[src/rtl/ttg_pkg.sv]
package ttg_pkg;

  typedef enum logic [1:0] {
    LVL_LOW  = 2'b00,
    LVL_MID  = 2'b01,
    LVL_HIGH = 2'b10
  } level_e;

  // Value of a 2-bit digit code; the spare code counts as zero.
  function automatic int digit_value(input logic [1:0] code);
    case (code)
      2'b01:   return 1;
      2'b10:   return 2;
      default: return 0;
    endcase
  endfunction

  function automatic int weighted_term(input int weight, input logic [1:0] code);
    return weight * digit_value(code);
  endfunction

  // Upper band wins on equality, lower threshold is inclusive.
  function automatic level_e band_of(input int s, input int lo, input int hi);
    if (s >= hi)      return LVL_HIGH;
    else if (s >= lo) return LVL_MID;
    else              return LVL_LOW;
  endfunction

  function automatic level_e binary_of(input int s, input int thr);
    return (s >= thr) ? LVL_MID : LVL_LOW;
  endfunction

endpackage

[src/rtl/ttg_cfg_regs.sv]
module ttg_cfg_regs #(
  parameter int N_IN  = 4,
  parameter int W_W   = 4,
  parameter int SUM_W = 8,
  parameter int AW    = 3
) (
  input  logic                    clk,
  input  logic                    rst_n,
  input  logic                    we,
  input  logic [AW-1:0]           addr,
  input  logic [SUM_W-1:0]        wdata,
  output logic [N_IN*W_W-1:0]     weights_flat,
  output logic signed [SUM_W-1:0] thr_lo,
  output logic signed [SUM_W-1:0] thr_hi,
  output logic                    tern_mode
);

  localparam logic [AW-1:0] LO_ADDR   = AW'(N_IN);
  localparam logic [AW-1:0] HI_ADDR   = AW'(N_IN + 1);
  localparam logic [AW-1:0] MODE_ADDR = AW'(N_IN + 2);

  // One register per weight slot.
  for (genvar i = 0; i < N_IN; i++) begin : g_weight
    logic [W_W-1:0] w_q;
    wire            hit = we && (addr == AW'(i));

    always_ff @(posedge clk) begin
      if (!rst_n)   w_q <= '0;
      else if (hit) w_q <= wdata[W_W-1:0];
    end

    assign weights_flat[i*W_W +: W_W] = w_q;
  end

  wire lo_hit   = we && (addr == LO_ADDR);
  wire hi_hit   = we && (addr == HI_ADDR);
  wire mode_hit = we && (addr == MODE_ADDR);
  wire unmapped = we && (addr > MODE_ADDR);

  always_ff @(posedge clk) begin
    if (!rst_n) begin
      thr_lo    <= '0;
      thr_hi    <= '0;
      tern_mode <= 1'b0;
    end else begin
      if (lo_hit)   thr_lo    <= $signed(wdata);
      if (hi_hit)   thr_hi    <= $signed(wdata);
      if (mode_hit) tern_mode <= wdata[0];
    end
  end

  AST_LO_WRITE_LANDS: assert property (@(posedge clk) disable iff (!rst_n)
    lo_hit |=> thr_lo == $signed($past(wdata)));
  AST_HI_WRITE_LANDS: assert property (@(posedge clk) disable iff (!rst_n)
    hi_hit |=> thr_hi == $signed($past(wdata)));
  AST_MODE_WRITE_LANDS: assert property (@(posedge clk) disable iff (!rst_n)
    mode_hit |=> tern_mode == $past(wdata[0]));
  AST_UNMAPPED_INERT: assert property (@(posedge clk) disable iff (!rst_n)
    unmapped |=> ($stable(thr_lo) && $stable(thr_hi) && $stable(tern_mode)
                  && $stable(weights_flat)));

endmodule

[src/rtl/ttg_wsum.sv]
module ttg_wsum #(
  parameter int N_IN  = 4,
  parameter int W_W   = 4,
  parameter int SUM_W = 8
) (
  input  logic                    clk,
  input  logic                    rst_n,
  input  logic [2*N_IN-1:0]       in_digits,
  input  logic [N_IN*W_W-1:0]     weights_flat,
  output logic signed [SUM_W-1:0] sum
);
  import ttg_pkg::*;

  localparam int MAX_MAG = N_IN * 2 * (1 << (W_W - 1));

  int term [N_IN];
  int acc;

  for (genvar i = 0; i < N_IN; i++) begin : g_term
    wire logic [W_W-1:0] w_raw = weights_flat[i*W_W +: W_W];
    wire logic [1:0]     code  = in_digits[2*i +: 2];
    assign term[i] = weighted_term(int'($signed(w_raw)), code);
  end

  always_comb begin
    acc = 0;
    for (int i = 0; i < N_IN; i++) acc += term[i];
  end

  assign sum = acc[SUM_W-1:0];

  AST_NO_OVERFLOW: assert property (@(posedge clk) disable iff (!rst_n)
    (int'(sum) == acc) && (acc <= MAX_MAG) && (acc >= -MAX_MAG));

endmodule

[src/rtl/ttg_classify.sv]
module ttg_classify #(
  parameter int SUM_W = 8
) (
  input  logic                    clk,
  input  logic                    rst_n,
  input  logic signed [SUM_W-1:0] sum,
  input  logic signed [SUM_W-1:0] thr_lo,
  input  logic signed [SUM_W-1:0] thr_hi,
  input  logic                    tern_mode,
  output ttg_pkg::level_e         level_q,
  output logic                    cfg_err
);
  import ttg_pkg::*;

  level_e level_d;
  wire    inverted = thr_lo > thr_hi;

  assign cfg_err = tern_mode && inverted;

  always_comb begin
    if (cfg_err)         level_d = LVL_LOW;
    else if (tern_mode)  level_d = band_of(int'(sum), int'(thr_lo), int'(thr_hi));
    else                 level_d = binary_of(int'(sum), int'(thr_lo));
  end

  always_ff @(posedge clk) begin
    if (!rst_n) level_q <= LVL_LOW;
    else        level_q <= level_d;
  end

  AST_ERR_FORCES_LOW: assert property (@(posedge clk) disable iff (!rst_n)
    cfg_err |=> level_q == LVL_LOW);
  AST_BIN_TWO_LEVELS: assert property (@(posedge clk) disable iff (!rst_n)
    !tern_mode |=> (level_q == LVL_LOW || level_q == LVL_MID));
  AST_UPPER_EDGE_HIGH: assert property (@(posedge clk) disable iff (!rst_n)
    (tern_mode && !cfg_err && sum == thr_hi) |=> level_q == LVL_HIGH);
  AST_LOWER_EDGE_MID: assert property (@(posedge clk) disable iff (!rst_n)
    (tern_mode && sum == thr_lo && thr_lo < thr_hi) |=> level_q == LVL_MID);
  AST_BELOW_LOW: assert property (@(posedge clk) disable iff (!rst_n)
    (tern_mode && sum < thr_lo) |=> level_q == LVL_LOW);

endmodule

[src/rtl/tern_thresh_gate.sv]
module tern_thresh_gate #(
  parameter  int N_IN    = 4,
  parameter  int W_W     = 4,
  localparam int MAX_MAG = N_IN * 2 * (1 << (W_W - 1)),
  localparam int SUM_W   = $clog2(MAX_MAG + 1) + 1,
  localparam int AW      = $clog2(N_IN + 3)
) (
  input  logic              clk,
  input  logic              rst_n,
  input  logic [2*N_IN-1:0] in_digits,
  input  logic              cfg_we,
  input  logic [AW-1:0]     cfg_addr,
  input  logic [SUM_W-1:0]  cfg_wdata,
  output logic [1:0]        level_out,
  output logic              config_error
);
  import ttg_pkg::*;

  logic [N_IN*W_W-1:0]     weights_flat;
  logic signed [SUM_W-1:0] thr_lo;
  logic signed [SUM_W-1:0] thr_hi;
  logic                    tern_mode;
  logic signed [SUM_W-1:0] sum;
  level_e                  level_q;

  ttg_cfg_regs #(.N_IN(N_IN), .W_W(W_W), .SUM_W(SUM_W), .AW(AW)) u_cfg (
    .clk          (clk),
    .rst_n        (rst_n),
    .we           (cfg_we),
    .addr         (cfg_addr),
    .wdata        (cfg_wdata),
    .weights_flat (weights_flat),
    .thr_lo       (thr_lo),
    .thr_hi       (thr_hi),
    .tern_mode    (tern_mode)
  );

  ttg_wsum #(.N_IN(N_IN), .W_W(W_W), .SUM_W(SUM_W)) u_sum (
    .clk          (clk),
    .rst_n        (rst_n),
    .in_digits    (in_digits),
    .weights_flat (weights_flat),
    .sum          (sum)
  );

  ttg_classify #(.SUM_W(SUM_W)) u_cls (
    .clk       (clk),
    .rst_n     (rst_n),
    .sum       (sum),
    .thr_lo    (thr_lo),
    .thr_hi    (thr_hi),
    .tern_mode (tern_mode),
    .level_q   (level_q),
    .cfg_err   (config_error)
  );

  assign level_out = level_q;

  AST_LEGAL_CODE: assert property (@(posedge clk) disable iff (!rst_n)
    level_out != 2'b11);
  AST_BIN_NO_ERR: assert property (@(posedge clk) disable iff (!rst_n)
    (!tern_mode && $past(!tern_mode)) |-> !config_error);

endmodule

[config.mk]
export PLATFORM = sky130hd
export DESIGN_NAME = tern_thresh_gate
export DESIGN_NICKNAME = d
export VERILOG_FILES = /design/src/rtl/ttg_pkg.sv /design/src/rtl/ttg_cfg_regs.sv /design/src/rtl/ttg_wsum.sv /design/src/rtl/ttg_classify.sv /design/src/rtl/tern_thresh_gate.sv
export SDC_FILE = /design/constraint.sdc
export NUM_CORES = 1
export LEC_CHECK = 0
export ABC_AREA = 0
export ABC_CLOCK_PERIOD_IN_PS = 6050
export BUFFER_PORTS_ARGS = -buffer_cell sky130_fd_sc_hd__buf_2
export CAP_MARGIN = 30
export CORE_MARGIN = 4
export CORE_UTILIZATION = 60
export CTS_CLUSTER_DIAMETER = 200
export CTS_CLUSTER_SIZE = 12
export DETAILED_ROUTE_END_ITERATION = 10
export PLACE_DENSITY = 0.87
export SETUP_SLACK_MARGIN = 0.4
export SYNTH_ARGS = -nofsm -noshare
export SYNTH_HDL_FRONTEND = slang
export SYNTH_SLANG_ARGS = --single-unit
[constraint.sdc]
create_clock -name clk -period 6.05 [get_ports clk]
set_input_delay 0.9075 -clock clk [delete_from_list [all_inputs] [get_ports clk]]
set_output_delay 0.9075 -clock clk [all_outputs]
set_load 0.05 [all_outputs]
==> results of run 1 <==
[per-layer routing]
metal,track usage,up-vias,routed length [um]
met1,0.286,1405,3850
met4,0.0863,0,585
met5,0,-,0
met2,0.388,116,4650
li1,-,1407,-
met3,0.0262,51,337
[power by group through the flow]
stage	combinational (mW)	sequential, mW	clock [mW]
after floorplan	0.0642	0.250	0
after global placement	0.0913	0.246	0
final	0.114	0.242	0.186
after detailed placement	0.0951	0.246	0
after CTS	0.0969	0.241	0.190
after global routing	0.126	0.242	0.199
[what timing repair did]
action,4_1_cts,5_1_grt
buffers inserted,0,7
endpoints found under the hold margin,0,0
gates resized for setup,6,46
pin swaps,8,31
endpoints found under the setup margin,2,2
[worst min-delay path, delay by kind of cell, from the launching register on]
| kind | cells | cell delay (ns) |
|---|---|---|
| compound gates | 1 | 0.05 |
| flops | 1 | 0.31 |
| simple gates | 1 | 0.05 |
[cells by family (layout without fill, tap and decap cells)]
group	count (synthesis)	in the layout
fa+ha+maj	82	82
buf+inv	70	103
compound gates	56	56
mux	17	17
xor+xnor	16	16
flops	35	35
simple gates	133	133
[worst max path at each step]
stage	endpoint	from	cells past startpoint	slack, ns
4_1_cts	u_cls.level_q[0]$_SDFF_PP0_	in_digits[4]	22	0.41
3_5_place_dp	u_cls.level_q[0]$_SDFF_PP0_	in_digits[4]	23	-0.01
6_report	u_cls.level_q[0]$_SDFF_PP0_	in_digits[0]	20	0.29
2_1_floorplan	u_cls.level_q[0]$_SDFF_PP0_	in_digits[4]	23	0.43
5_1_grt	u_cls.level_q[0]$_SDFF_PP0_	in_digits[4]	23	0.15
3_3_place_gp	u_cls.level_q[0]$_SDFF_PP0_	in_digits[4]	24	0.17
[stage by stage]
step | hold slack (ns) | utilization
2_1_floorplan | 0.435 | -
3_3_place_gp | 0.442 | 0.664
3_5_place_dp | 0.445 | 0.664
4_1_cts | 0.462 | 0.686
5_1_grt | 0.483 | 0.740
6_report | 0.461 | 0.740
[cell usage in the layout (no fill, tap or decap), types with 5 or more instances in the layout]
cell type / netlist / routed
inv_1: 64 / 59
xnor2_1: 8 / 6
ha_4: 0 / 14
dfxtp_1: 35 / 35
ha_1: 61 / 46
buf_2: 2 / 23
buf_4: 0 / 8
a21o_1: 6 / 6
fa_1: 20 / 18
and2_4: 0 / 7
mux2i_1: 17 / 17
clkbuf_8: 0 / 7
nor2_1: 8 / 8
nor2b_1: 26 / 24
a21oi_1: 13 / 9
xor2_1: 8 / 7
nand2_1: 47 / 46
inv_2: 0 / 5
a21boi_1: 16 / 16
and2_1: 26 / 19
[cell type report]
cell class                      count  area (um2)  area share
Sequential cell                    35         701       0.168
Inverter                           64         240      0.0575
Tap cell                           72        90.1      0.0216
Timing Repair Buffer               31         175      0.0420
Clock buffer                        8         100      0.0240
Multi-Input combinational cell    304        2870       0.687
[sequential cells by signal, summed over array words and instances (netlist names)]
signal and flops:
u_cfg.thr_hi 8, u_cfg.tern_mode 1, u_cls.level_q 2, u_cfg.g_weight.w_q 16, u_cfg.thr_lo 8
==> impl_metrics.yaml, run 1 <==
logic_synthesis:
  ys_top_cells_by_area: "ha_1 21%, dfxtp_1 20%, fa_1 11%, inv_1 6.7%, nand2_1 5.0%"
  synth_edf_count: 0
  yosys.area.top_type: "ha_1"
  ys_ff_latch: 35
  synth_xor_area_frac: 0.0394
  synth_most_common_cell: "inv_1"
  syn_avg_cell_area_um2: 8.71
  synth_commonest_cells: "64 x inv_1, 61 x ha_1, 47 x nand2_1, 35 x dfxtp_1"
  synthMuxAreaShare: 0.0478
  synth.top_cell.area_share: 0.214
  synthAdderAreaFrac: 0.330
  ys_seq_area_frac: 0.197
  yosysWarningCount: 0
  synth.distinct_cells: 43
  synth-async-reset-ratio: 0
  synth-simple-area-share: 0.206
  synth-compound-area-share: 0.106
  synth_top_flop_cell: "dfxtp_1"
  syn_inst: 409
  synth_area_um2: 3560
  synth_nets: 512
  synth_top_family_by_area: "adder cells"
power:
  internal_power_uw: 390
  switching_power_uw: 151
  power_frac_comb: 0.211
  peakVddDrop_uv: 174
  p_leak_nw: 1.93
  p_seq_frac: 0.446
  power_density_nw_per_um2: 130
  netSwitchingFraction: 0.279
  power_frac_clock: 0.343
  power_uw: 542
detailed_routing:
  dr.first_iter.drc_count: 127
  totalWireLength_mm: 9.42
  route.detailed.wl_per_inst_um: 18.3
  dr.pass1.iters: 4
  post_drt_via_cell_ratio: 5.80
  drc: 0
  ant_nets: 0
  detailroute.via_count: 2979
worst_setup_path:
  path_max_fanout: 4
  endpoint_kind: "flip-flop"
  crit_top_cell: "fa_1"
  required_ns: 6.24
  crit_arrival_ns: 5.95
  cp-start-kind: "input port"
  r2r-end: "u_cls.level_q[0]$_SDFF_PP0_"
  slowest_delay_ns: 0.53
  reg2reg_depth: 21
  r2r_slack_ns: 0.84
  cp.buffers_inverters: 4
  critPathSlowestCell: "fa_1"
  crit_type: "in -> reg"
  reg2reg_from: "u_cfg.g_weight[2].w_q[1]$_SDFFE_PN0P_"
  crit_chain: "buf_2 -> and2b_2 -> and2_4 -> ha_4 -> ha_4 -> fa_1 -> fa_1 -> fa_1 -> inv_1 -> fa_1 -> inv_2 -> fa_2 -> a21o_1 -> a21oi_2 -> xnor2_1 -> ha_1 -> inv_1 -> o211ai_1 -> o221ai_2 -> and3_1"
  critPathTopFamily: "adder cells"
timing:
  worst_slack_ns: 0.293
  fin_crit_sh: 0.952
  clock.fmax_mhz: 174
  setup_violations: 0
  rsz0062_at_grt: "no"
  drv_slew: 0
  hold_viol: 0
  min_period_ns: 5.76
  clock_skew_ns: 0.00184
  fin_setup_tns_ns: 0
  tightest_slew_ns: 0.533
  slew_headroom: 0.642
cells_and_area:
  final_cells: 514
  num_antenna_cells: 0
  syn_to_final_growth_pct: 17.3
  drive_gt1_frac: 0.201
  fin_area_um2: 4180
  fin_nets: 544
  fill_cells: 381
placement:
  gp_congestion: 0.924
  numPortBuffers: 24
  dp_worst_setup_slack_ns: -0.0102
  numPlacedInstances: 499
  postPlaceCellArea_um2: 3750
  dp_hpwl_mm: 6.02
clocking:
  cts_buffers: 5
  ctsHtreeMaxLevel: 2
  hold_buffers: 0
  clk_latency_ns: 0.29
  cts_sinks: 35
  cts_tree: "built"
  clockRootBuffer: "clkbuf_8"
  clk_path_buf_depth: 2
  path_clk_slew_ns: 0.07
grt:
  antenna_found_initial: 0
  overflow: 0
  grt_max_degree: 35
  grt_pass1_wl_mm: 13.3
  grtUsageTotal: 0.225
  grt_pass1_vias: 2990
floorplanning:
  io_pins: 25
  die_w_um: 85.0
  start_util: 0.631
  dieArea_um2: 7230
  coreArea_um2: 5640
  die_h_um: 85.0
  row_count: 27
outcome:
  outcome: "complete, no violations"
min_path:
  hp-start: "u_cfg.thr_hi[1]$_SDFFE_PN0P_"
  min_path_type: "reg -> reg"
  whs_path_depth: 2
  min_to: "u_cfg.thr_hi[1]$_SDFFE_PN0P_"
job:
  drv_cap: 0
Power figures use the tool's default switching activity.
==> inputs of run 2 (changes only) <==
--- a/config.mk
+++ b/config.mk
@@ -17,2 +17,3 @@
 export PLACE_DENSITY = 0.87
+export REMOVE_ABC_BUFFERS = 1
 export SETUP_SLACK_MARGIN = 0.4
==> constraint.sdc (replaced) <==
create_clock -name clk -period 6.05 [get_ports clk]
set_input_delay 0.605 -clock clk [delete_from_list [all_inputs] [get_ports clk]]
set_output_delay 0.605 -clock clk [all_outputs]
set_load 0.05 [all_outputs]
==> impl_metrics.yaml, run 2 (synthesized netlist as in run 1, its figures left out) <==
cells_and_area:
  fin_util: 0.684
  final_cells: 507
  final_common_cell: "inv_1"
  syn_to_final_growth_pct: 8.33
  largest_reg_flops: 16
  regMostFlops: "u_cfg.g_weight.w_q"
  final_cell_mix: "64 x inv_1, 61 x ha_1, 47 x nand2_1, 35 x dfxtp_1"
  drive_gt1_frac: 0.101
  fin_area_um2: 3860
  reg_top3: "u_cfg.g_weight.w_q x16, u_cfg.thr_hi x8, u_cfg.thr_lo x8"
  num_antenna_cells: 0
  fin_nets: 537
floorplanning:
  die_h_um: 85.0
  row_count: 27
  start_util: 0.631
  die_w_um: 85.0
  io_pins: 25
  dieArea_um2: 7230
  coreArea_um2: 5640
timing:
  hold_viol: 0
  slew_headroom: 0.639
  min_period_ns: 5.36
  setup_violations: 0
  rsz0062_at_grt: "no"
  whs_ns: 0.456
  fin_setup_tns_ns: 0
  clock_skew_ns: 0.00858
  tightest_slew_ns: 0.540
  clock.fmax_mhz: 187
  worst_slack_ns: 0.692
  drv_slew: 0
  fin_crit_sh: 0.886
detailed_routing:
  route.detailed.wl_per_inst_um: 14.5
  dr.pass1.iters: 4
  totalWireLength_mm: 7.33
  ant_nets: 0
  drc: 0
  detailroute.via_count: 2792
  post_drt_via_cell_ratio: 5.51
  dr.first_iter.drc_count: 81
worst_setup_path:
  reg2reg_depth: 22
  path_max_fanout: 4
  crit_arrival_ns: 5.55
  endpoint_kind: "flip-flop"
  required_ns: 6.24
  reg2reg_from: "u_cfg.g_weight[2].w_q[2]$_SDFFE_PN0P_"
  startpoint: "in_digits[4]"
  cp-start-kind: "input port"
  crit_type: "in -> reg"
power:
  switching_power_uw: 140
  power_frac_clock: 0.322
  internal_power_uw: 359
  power_frac_comb: 0.195
  netSwitchingFraction: 0.281
  power_uw: 499
  p_leak_nw: 1.89
  power_density_nw_per_um2: 129
  peakVddDrop_uv: 185
  p_seq_frac: 0.483
min_path:
  min_path_type: "reg -> reg"
  hp-start: "u_cfg.thr_hi[5]$_SDFFE_PN0P_"
  whs_path_depth: 2
placement:
  postPlaceCellArea_um2: 3750
  dp_hpwl_mm: 6.02
  dp_worst_setup_slack_ns: 0.327
  numPortBuffers: 24
  numPlacedInstances: 499
  gp_congestion: 0.874
grt:
  overflow: 0
  grtUsageTotal: 0.220
  grt_max_degree: 35
  grt_pass1_vias: 2963
  antenna_found_initial: 0
  grt_pass1_wl_mm: 13.0
clocking:
  clk_path_buf_depth: 2
  clk_latency_ns: 0.29
  clockRootBuffer: "clkbuf_8"
  path_clk_slew_ns: 0.07
  cts_sinks: 35
  cts_tree: "built"
  ctsHtreeMaxLevel: 2
  cts_buffers: 5
  post_cts_buffers: 0
  hold_buffers: 0
job:
  drv_cap: 0
outcome:
  outcome: "complete, no violations"
run 2: cell count changes in the layout (fill, tap and decap cells not counted), sizes merged:
cell | before | now
clkinv | 0 | 1
clkbuf | 8 | 7
buf | 31 | 24
run 2: final timing paths:
kind | end | slack [ns]
max | u_cls.level_q[0]$_SDFF_PP0_ | 0.69
min | u_cfg.thr_hi[5]$_SDFFE_PN0P_ | 0.46
max reg2reg | u_cls.level_q[0]$_SDFF_PP0_ | 0.96
min reg2reg | u_cfg.thr_hi[5]$_SDFFE_PN0P_ | 0.46
run 2: cell type report:
class	instances	area [um2]
multi-input combinational	304	2630
inverter	64	240
fill	424	1780
sequential	35	701
clock inverter	1	5.00
clock buffer	7	76.3
timing repair buffer	24	120
tap	72	90.1
run 2: what timing repair did:
item                                    in CTS  in global routing
endpoints found under the setup margin       0                  2
resized for setup                            0                  7
endpoints found under the hold margin        0                  0
run 2: worst max-delay path, stage by stage:
cell      delay, ns
buf_2          0.10
nor2b_1        0.16
and2_1         0.17
ha_1           0.27
ha_1           0.17
inv_1          0.06
fa_2           0.52
inv_1          0.06
fa_1           0.48
fa_1           0.50
inv_1          0.06
fa_1           0.52
inv_1          0.07
ha_1           0.29
a21o_1         0.17
a21oi_2        0.17
o21bai_1       0.09
a21oi_1        0.19
xnor2_1        0.14
ha_1           0.33
nand2_1        0.06
a21oi_1        0.11
o22ai_1        0.09
and3_1         0.18
run 2: metal layers:
metal  wire (um)  global-route usage
met5           0                   0
met4         138              0.0763
met3         278              0.0311
met2        3580               0.387
met1        3330               0.275
run 2: power groups by stage:
stage	clock [mW]	sequential (mW)	combinational (mW)
floorplan	0	0.250	0.0613
global placement	0	0.246	0.0921
detailed placement	0	0.246	0.0963
CTS	0.165	0.241	0.0974
global route	0.174	0.242	0.111
finish	0.161	0.241	0.0975
==> inputs of run 3 (changes only) <==
- PLACE_DENSITY: 0.87 -> 0.89
==> impl_metrics.yaml, run 3 (synthesized netlist as in run 1, its figures left out) <==
grt:
  grtUsageTotal: 0.229
  met2_usage: 0.419
  grtUsageMet3: 0.0252
  grt_max_degree: 35
  grt_pass1_wl_mm: 13.5
  met1_usage: 0.275
  antenna_found_initial: 0
  grt_pass1_vias: 3059
  busiest_layer: "met2"
  overflow: 0
clocking:
  cts_sinks: 35
  clk_path_buf_depth: 2
  path_clk_slew_ns: 0.08
  cts_buffers: 5
  ctsHtreeMaxLevel: 2
  clk_latency_ns: 0.29
  cts_tree: "built"
  clockRootBuffer: "clkbuf_8"
worst_setup_path:
  required_ns: 6.25
  path_max_fanout: 5
  crit_type: "in -> reg"
  endpoint_kind: "flip-flop"
  reg2reg_from: "u_cfg.g_weight[2].w_q[2]$_SDFFE_PN0P_"
  crit_arrival_ns: 5.63
  reg2reg_depth: 21
  cp-start-kind: "input port"
  r2r_slack_ns: 0.86
  r2r-end: "u_cls.level_q[0]$_SDFF_PP0_"
timing:
  drv_slew: 0
  hold_viol: 0
  min_period_ns: 5.43
  fin_crit_sh: 0.898
  setup_violations: 0
  fin_setup_tns_ns: 0
  clock.fmax_mhz: 184
  rsz0062_at_grt: "no"
  slew_headroom: 0.633
  worst_slack_ns: 0.618
  clock_skew_ns: 0.00849
  tightest_slew_ns: 0.548
detailed_routing:
  totalWireLength_mm: 7.81
  route.detailed.wl_per_inst_um: 15.4
  ant_nets: 0
  dr.pass1.iters: 4
  post_drt_via_cell_ratio: 5.51
  dr.first_iter.drc_count: 98
  detailroute.via_count: 2801
  drc: 0
cells_and_area:
  num_antenna_cells: 0
  final_cell_mix: "64 x inv_1, 61 x ha_1, 47 x nand2_1, 35 x dfxtp_1"
  reg_top3: "u_cfg.g_weight.w_q x16, u_cfg.thr_hi x8, u_cfg.thr_lo x8"
  syn_to_final_growth_pct: 9.98
  drive_gt1_frac: 0.106
  final_common_cell: "inv_1"
  fin_nets: 538
  regMostFlops: "u_cfg.g_weight.w_q"
  fin_util: 0.694
  fin_area_um2: 3920
  largest_reg_flops: 16
min_path:
  hp-start: "u_cfg.thr_hi[6]$_SDFFE_PN0P_"
  min_path_type: "reg -> reg"
  whs_path_depth: 2
  min_to: "u_cfg.thr_hi[6]$_SDFFE_PN0P_"
floorplanning:
  io_pins: 25
  die_h_um: 85.0
  dieArea_um2: 7230
  die_w_um: 85.0
  row_count: 27
  start_util: 0.631
  coreArea_um2: 5640
power:
  peakVddDrop_uv: 178
  p_leak_nw: 1.91
  power_density_nw_per_um2: 152
placement:
  dp_hpwl_mm: 6.12
  gp_congestion: 0.941
  postPlaceCellArea_um2: 3750
  numPortBuffers: 24
  dp_worst_setup_slack_ns: 0.256
outcome:
  outcome: "complete, no violations"
job:
  drv_cap: 0
run 3: cell type report:
| cell class | instances | area, um2 |
|---|---|---|
| Sequential cell | 35 | 701 |
| Multi-Input combinational cell | 304 | 2620 |
| Clock buffer | 5 | 68.8 |
| Clock inverter | 3 | 67.6 |
| Inverter | 64 | 240 |
| Fill cell | 425 | 1730 |
| Timing Repair Buffer | 25 | 128 |
| Tap cell | 72 | 90.1 |
run 3: timing repair:
item | in CTS | in global routing
hold buffers | 0 | 0
setup buffers | 0 | 1
endpoints found under the setup margin | 0 | 2
gates resized for setup | 0 | 6
run 3: stage by stage:
step,cells,hold WS [ns],power (mW)
final,508,0.454,0.596
after global routing,508,0.487,0.620
after global placement,499,0.443,0.337
after floorplan,403,0.435,0.311
after CTS,507,0.456,0.596
after detailed placement,499,0.445,0.343
run 3: worst max-delay path, stage by stage:
cell and delay [ns]:
buf_2 0.09, and2b_1 0.23, and2_1 0.18, ha_1 0.28
ha_1 0.23, fa_2 0.54, fa_1 0.43, fa_1 0.50
inv_1 0.06, fa_1 0.53, inv_1 0.07, ha_1 0.29
a21o_1 0.18, a21oi_2 0.16, buf_4 0.14, xnor2_1 0.17
ha_1 0.31, a21o_1 0.18, a21oi_1 0.16, o22ai_1 0.10
and3_1 0.18
run 3: worst max-delay path by stage:
stage                            start                          end  slack [ns]  depth (start not counted)
after floorplan           in_digits[4]  u_cls.level_q[0]$_SDFF_PP0_        0.74                         23
after global placement    in_digits[4]  u_cls.level_q[0]$_SDFF_PP0_        0.48                         24
after detailed placement  in_digits[4]  u_cls.level_q[0]$_SDFF_PP0_        0.26                         24
final                     in_digits[2]  u_cls.level_q[0]$_SDFF_PP0_        0.62                         21
after global routing      in_digits[4]  u_cls.level_q[0]$_SDFF_PP0_        0.39                         23
after CTS                 in_digits[4]  u_cls.level_q[0]$_SDFF_PP0_        0.55                         24
run 3: where the power goes:
group	leakage, nW	switching (mW)	internal (mW)	total [mW]
sequential	0.283	0.00471	0.236	0.241
clock	0.0644	0.0925	0.164	0.257
combinational	1.56	0.0559	0.0420	0.0979
total	1.91	0.153	0.443	0.596
run 3: per-layer routing:
metal	part of all wire	vias up
met4	0.020	0
met3	0.035	16
met5	0	-
met2	0.52	62
li1	-	1386
met1	0.43	1337
